`config.mk`:
```
export PLATFORM = sky130hd
export DESIGN_NAME = tcap_channel
export DESIGN_NICKNAME = d
export VERILOG_FILES = /design/src/rtl/tcap_pkg.sv /design/src/rtl/tcap_pin_edge.sv /design/src/rtl/tcap_counter.sv /design/src/rtl/tcap_gen_reg.sv /design/src/rtl/tcap_channel.sv
export SDC_FILE = /design/constraint.sdc
export NUM_CORES = 1
export LEC_CHECK = 0
export ABC_AREA = 1
export BUFFER_PORTS_ARGS = -buffer_cell sky130_fd_sc_hd__buf_2
export CAP_MARGIN = 5
export CORE_AREA = 2 2 86 88
export DETAILED_ROUTE_END_ITERATION = 10
export DIE_AREA = 0 0 88 90
export PLACE_DENSITY = 0.5
export SKIP_LAST_GASP = 1
export SLEW_MARGIN = 20
export SYNTH_ARGS = -nofsm -noshare
export SYNTH_HDL_FRONTEND = slang
export SYNTH_HIERARCHICAL = 1
export SYNTH_SLANG_ARGS = --single-unit
```
`constraint.sdc`:
```
create_clock -name clk -period 3.11 [get_ports clk]
set_clock_uncertainty 0.05 [all_clocks]
set_input_delay 0 -clock clk [delete_from_list [all_inputs] [get_ports clk]]
set_output_delay 0 -clock clk [all_outputs]
set_load 0.01 [all_outputs]
```
`src/rtl/tcap_pkg.sv`:
```
package tcap_pkg;

    typedef enum logic [1:0] {
        SRC_PIN   = 2'd0,
        SRC_NBCLK = 2'd1,
        SRC_NBCMP = 2'd2,
        SRC_OFF   = 2'd3
    } cap_src_e;

    typedef enum logic [1:0] {
        EDG_RISE = 2'd0,
        EDG_FALL = 2'd1,
        EDG_BOTH = 2'd2,
        EDG_ANY  = 2'd3
    } edge_sel_e;

    typedef struct packed {
        logic      capture_mode;
        cap_src_e  src;
        edge_sel_e edge_sel;
    } tcap_cfg_t;

    // Edge qualifier: current synchronized sample against the previous one.
    function automatic logic edge_hit(edge_sel_e sel, logic cur, logic prv);
        logic r;
        case (sel)
            EDG_RISE: r = cur & ~prv;
            EDG_FALL: r = ~cur & prv;
            default:  r = cur ^ prv;
        endcase
        return r;
    endfunction

endpackage

```
`src/rtl/tcap_pin_edge.sv`:
```
module tcap_pin_edge
    import tcap_pkg::*;
#(
    parameter int STAGES = 2
) (
    input  logic      clk,
    input  logic      rst,
    input  logic      pin,
    input  logic      rearm,
    input  edge_sel_e edge_sel,
    output logic      hit
);
    logic [STAGES-1:0] sh;
    logic              prev;
    logic              prev_ok;
    logic              smp;

    assign smp = sh[STAGES-1];

    always_ff @(posedge clk) begin
        if (rst) begin
            sh      <= '0;
            prev    <= 1'b0;
            prev_ok <= 1'b0;
        end else begin
            sh      <= {sh[STAGES-2:0], pin};
            prev    <= smp;
            prev_ok <= ~rearm;
        end
    end

    assign hit = prev_ok & edge_hit(edge_sel, smp, prev);

endmodule

```
`src/rtl/tcap_counter.sv`:
```
module tcap_counter #(
    parameter int CNT_W = 16
) (
    input  logic             clk,
    input  logic             rst,
    input  logic             run,
    input  logic             tick,
    output logic [CNT_W-1:0] cnt
);
    always_ff @(posedge clk) begin
        if (rst)
            cnt <= '0;
        else if (run && tick)
            cnt <= cnt + 1'b1;
    end
endmodule

```
`src/rtl/tcap_gen_reg.sv`:
```
module tcap_gen_reg #(
    parameter int CNT_W = 16
) (
    input  logic             clk,
    input  logic             rst,
    input  logic             cap_fire,
    input  logic [CNT_W-1:0] cnt,
    input  logic             wr_en,
    input  logic [CNT_W-1:0] wr_data,
    input  logic             flag_clr,
    output logic [CNT_W-1:0] gr,
    output logic             flag
);
    always_ff @(posedge clk) begin
        if (rst) begin
            gr   <= '0;
            flag <= 1'b0;
        end else begin
            if (cap_fire)
                gr <= cnt;
            else if (wr_en)
                gr <= wr_data;

            if (cap_fire)
                flag <= 1'b1;
            else if (flag_clr)
                flag <= 1'b0;
        end
    end
endmodule

```
`src/rtl/tcap_channel.sv`:
```
module tcap_channel
    import tcap_pkg::*;
#(
    parameter int CNT_W       = 16,
    parameter int SYNC_STAGES = 2
) (
    input  logic             clk,
    input  logic             rst,
    input  logic             start,
    input  logic             presc_tick,
    input  logic             cfg_capture,
    input  logic [1:0]       cfg_src,
    input  logic [1:0]       cfg_edge,
    input  logic             pin_in,
    input  logic             nb_clk_en,
    input  logic             nb_clk_div1,
    input  logic             nb_cmp_match,
    input  logic             gr_wr_en,
    input  logic [CNT_W-1:0] gr_wr_data,
    input  logic             flag_clr,
    output logic [CNT_W-1:0] cnt,
    output logic [CNT_W-1:0] gr,
    output logic             cap_flag
);
    tcap_cfg_t cfg_d, cfg_q;
    logic      cfg_sel_chg;
    logic      pin_hit;
    logic      src_evt;
    logic      cap_fire;

    assign cfg_d.capture_mode = cfg_capture;
    assign cfg_d.src          = cap_src_e'(cfg_src);
    assign cfg_d.edge_sel     = edge_sel_e'(cfg_edge);

    always_ff @(posedge clk) begin
        if (rst)
            cfg_q <= '{capture_mode: 1'b0, src: SRC_OFF, edge_sel: EDG_RISE};
        else
            cfg_q <= cfg_d;
    end

    // A pending change of source or edge re-arms the pin detector.
    assign cfg_sel_chg = (cfg_d.src != cfg_q.src) || (cfg_d.edge_sel != cfg_q.edge_sel);

    tcap_pin_edge #(.STAGES(SYNC_STAGES)) u_edge (
        .clk      (clk),
        .rst      (rst),
        .pin      (pin_in),
        .rearm    (cfg_sel_chg),
        .edge_sel (cfg_q.edge_sel),
        .hit      (pin_hit)
    );

    always_comb begin
        case (cfg_q.src)
            SRC_PIN:   src_evt = pin_hit;
            SRC_NBCLK: src_evt = nb_clk_en & ~nb_clk_div1;
            SRC_NBCMP: src_evt = nb_cmp_match;
            default:   src_evt = 1'b0;
        endcase
    end

    assign cap_fire = cfg_q.capture_mode & src_evt;

    tcap_counter #(.CNT_W(CNT_W)) u_cnt (
        .clk  (clk),
        .rst  (rst),
        .run  (start),
        .tick (presc_tick),
        .cnt  (cnt)
    );

    tcap_gen_reg #(.CNT_W(CNT_W)) u_gr (
        .clk      (clk),
        .rst      (rst),
        .cap_fire (cap_fire),
        .cnt      (cnt),
        .wr_en    (gr_wr_en & ~cfg_q.capture_mode),
        .wr_data  (gr_wr_data),
        .flag_clr (flag_clr),
        .gr       (gr),
        .flag     (cap_flag)
    );

endmodule

```
==> results.py <==
metrics = {
    "setup_path": {
        "critPathMaxFanout": 18,
        "crit_chain": "inv_1, ha_1, nand2_1, nand2_1, nor2_1, nor2_1, nand2_1, nand2_1, nor2_1, buf_4, inv_4, nand3_1, nand3_1, nand2_1, inv_1",
        "rr_endpoint": "u_gr/gr[0]",
        "cp.arrival_ns": 2.10,
        "max_stage_delay_ns": 0.34,
        "cp.depth": 15,
        "r2r_cells": 15,
        "endpoint": "u_gr/gr[0]",
        "r2r_slack_ns": 1.15,
        "cp-start-kind": "flip-flop",
        "critical-path-top-delay-family": "simple AND/OR/NAND/NOR gates",
        "crit_type": "flip-flop to flip-flop",
        "cp_slowest_cell": "dfxtp_1",
        "endpoint_kind": "flip-flop",
        "crit_required_ns": 3.25,
        "r2r-start": "u_edge/sh[1]",
        "crit_top_cell": "nand2_1",
        "path_buf_inv": 4,
        "startpoint": "u_edge/sh[1]",
    },
    "synth": {
        "synth_cell_types": 26,
        "seq_area_frac_synth": 0.4083,
        "yosys_warnings": 6,
        "synth_area_um2": 2059,
        "synth-seq-cells": 42,
        "synthCells": 303,
        "avgSynthCellArea_um2": 6.797,
        "syn_nets": 337,
    },
    "pwr": {
        "combPwrFrac": 0.135,
        "p_leak_nw": 1.415,
        "peakVddDrop_uv": 160.1,
        "p_int_mw": 0.7796,
        "power_density_nw_per_um2": 383.2,
        "power.switching_mw": 0.2655,
        "sequentialPowerShare": 0.546,
        "clkPwrFrac": 0.318,
        "p_sw_frac": 0.2541,
    },
    "place": {
        "dpl.hpwl_um": 3913,
        "dp.cells": 459,
        "place.gp.congestion": 0.7691,
        "post-place-ws_ns": 1.167,
        "numPortBuffers": 63,
    },
    "sta": {
        "setup_ws_ns": 1.149,
        "slew_headroom": 0.6647,
        "worstMarginPinSlew_ns": 0.5024,
        "period_needed_ns": 1.961,
        "max_freq_ghz": 0.5100,
        "rsz0062_at_grt": "no",
        "drv_slew": 0,
        "timing_hold_violations_final": 0,
        "fin_crit_sh": 0.6305,
        "setup_viol": 0,
        "fin_tns_setup_ns": 0,
    },
    "cts": {
        "clock-sinks": 42,
        "clock_latency_ns": 0.29,
        "cts_root_buf": "clkbuf_8",
        "path_clk_slew_ns": 0.08,
        "cts_tree": "done",
        "clk_path_buf_depth": 2,
        "post-cts-setup-buffers": 0,
        "htree_levels": 2,
        "cts_made_buffers": 5,
    },
    "route": {
        "num_vias": 2048,
        "wl_um": 5345,
        "ant_nets": 0,
        "wl_per_cell_um": 11.00,
        "post_drt_via_cell_ratio": 4.214,
        "drcViolationCount": 0,
        "dr.pass1.iters": 5,
        "dr.first_iter.drc_count": 82,
    },
    "layout": {
        "mostFrequentLayoutCells": "91 x nand2_1, 63 x buf_2, 47 x inv_1, 42 x dfxtp_1, 38 x nor2_1",
        "insertedDiodeCount": 0,
        "final_nets": 421,
        "drive_gt1_frac": 0.2196,
        "fin_cells": 486,
        "area_delta_synth_final_pct": 32.44,
        "final_common_cell": "nand2_1",
        "nFillCells": 766,
    },
    "global_routing": {
        "grt_max_degree": 22,
        "grt_pass1_vias": 1847,
        "grt_overflow_total": 0,
        "grt_usage": 0.1414,
        "grt_pass1_wl_um": 8838,
        "antenna_found_initial": 0,
    },
    "run_status": {
        "outcome": "completed",
    },
    "floorplanning": {
        "start_util": 0.2934,
        "die_area_um2": 7920,
        "rows": 31,
        "io_pins": 64,
        "die_w_um": 88,
        "die_y_um": 90,
        "coreArea_um2": 7020,
    },
    "min_path": {
        "min_path_type": "input pin to flip-flop",
    },
    "run": {
        "cap_violations": 0,
    },
}
[state kept, by name (all words and copies together), names as in the netlist]
register / count
cfg_q: 5
u_edge/prev_ok: 1
u_edge/sh: 2
u_gr/gr: 16
u_cnt/cnt: 16
u_edge/prev: 1
u_gr/flag: 1
[power groups by stage]
stage                     clock, mW  sequential, mW  combinational (mW)
final                         0.333           0.571               0.141
after global routing          0.370           0.574               0.160
after CTS                     0.345           0.572               0.143
after detailed placement          0           0.584               0.124
after global placement            0           0.584               0.123
after floorplan                   0           0.588              0.0716
[cells in the mapped netlist]
master	n	area, um^2
inv_2	1	3.750
inv_1	47	176.4
and3_1	1	6.260
ha_1	3	37.54
nand2_2	5	31.28
buf_4	2	15.01
a21oi_1	4	20.02
buf_2	2	10.01
nand4_1	3	18.77
o21bai_1	2	15.01
dfxtp_1	42	840.8
nor3_1	3	15.01
nor2_2	2	12.51
clkbuf_1	1	3.750
inv_4	1	6.260
buf_6	3	33.78
nor2_4	3	33.78
xnor2_1	1	8.760
nand3_2	2	20.02
nand2_1	91	341.6
nor2_1	38	142.6
nand3_1	35	175.2
xor2_1	5	43.79
o21ai_0	3	15.01
nor2_8	1	20.02
a31oi_1	2	12.51
[final cells by class]
cell class / instances / area (um^2) / area share
multi-input combinational: 204 / 969.7 / 0.3555
clock buffer: 7 / 76.32 / 0.02798
sequential: 42 / 840.8 / 0.3083
inverter: 49 / 186.4 / 0.06835
tap: 99 / 123.9 / 0.04541
timing repair buffer: 85 / 530.5 / 0.1945
[worst reg2reg max path, delay by kind of cell, from the launching register on]
| family | cells | cell delay [ns] |
|---|---|---|
| fa+ha+maj | 1 | 0.28 |
| buf+inv | 4 | 0.51 |
| flops | 1 | 0.34 |
| simple gates | 10 | 0.68 |
[per-stage QoR]
stage                     area (um^2)  utilization  hold WS [ns]  total power, mW
after floorplan                  2059            -       0.01669           0.6597
after global placement           2451       0.3491        0.1530           0.7070
after detailed placement         2451       0.3491        0.1616           0.7083
after CTS                        2728       0.3885      0.001854            1.060
after global routing             2728       0.3885       0.02458            1.104
final                            2728       0.3885      0.001048            1.045
[worst min-delay path by stage]
stage,from,to,slack [ns],cells after the start
after global routing,gr_wr_data[2],u_gr/gr[2],0.02,5
after floorplan,rst,u_edge/prev_ok,0.02,1
after global placement,cfg_capture,cfg_q[4],0.15,3
after detailed placement,pin_in,u_edge/sh[0],0.16,3
final,gr_wr_data[13],u_gr/gr[13],0.001,5
after CTS,gr_wr_data[2],u_gr/gr[2],0.002,5
[layer usage]
| metal | global-route usage | vias to the layer above | routed length (um) |
|---|---|---|---|
| li1 | - | 1087 | - |
| met1 | 0.1761 | 888 | 2478 |
| met2 | 0.2380 | 68 | 2461 |
| met3 | 0.03949 | 5 | 344 |
| met4 | 0.03462 | 0 | 61 |
| met5 | 0 | - | 0 |
[what timing repair did]
item                                    CTS  global route
hold buffers                             20             0
hold endpoints to repair                 21             0
endpoints found under the setup margin    0             0
resized for setup                         0             0
[cell families after synthesis]
family | Yosys count | synth area share
XOR/XNOR | 6 | 0.02552
adder cells (fa/ha/maj) | 3 | 0.01823
AND/OR/NAND/NOR | 184 | 0.3967
flip-flops | 42 | 0.4083
AO/OA/AOI/OAI | 11 | 0.03037
buffers and inverters | 57 | 0.1209
Note: power is estimated with default switching activity, not from simulation.
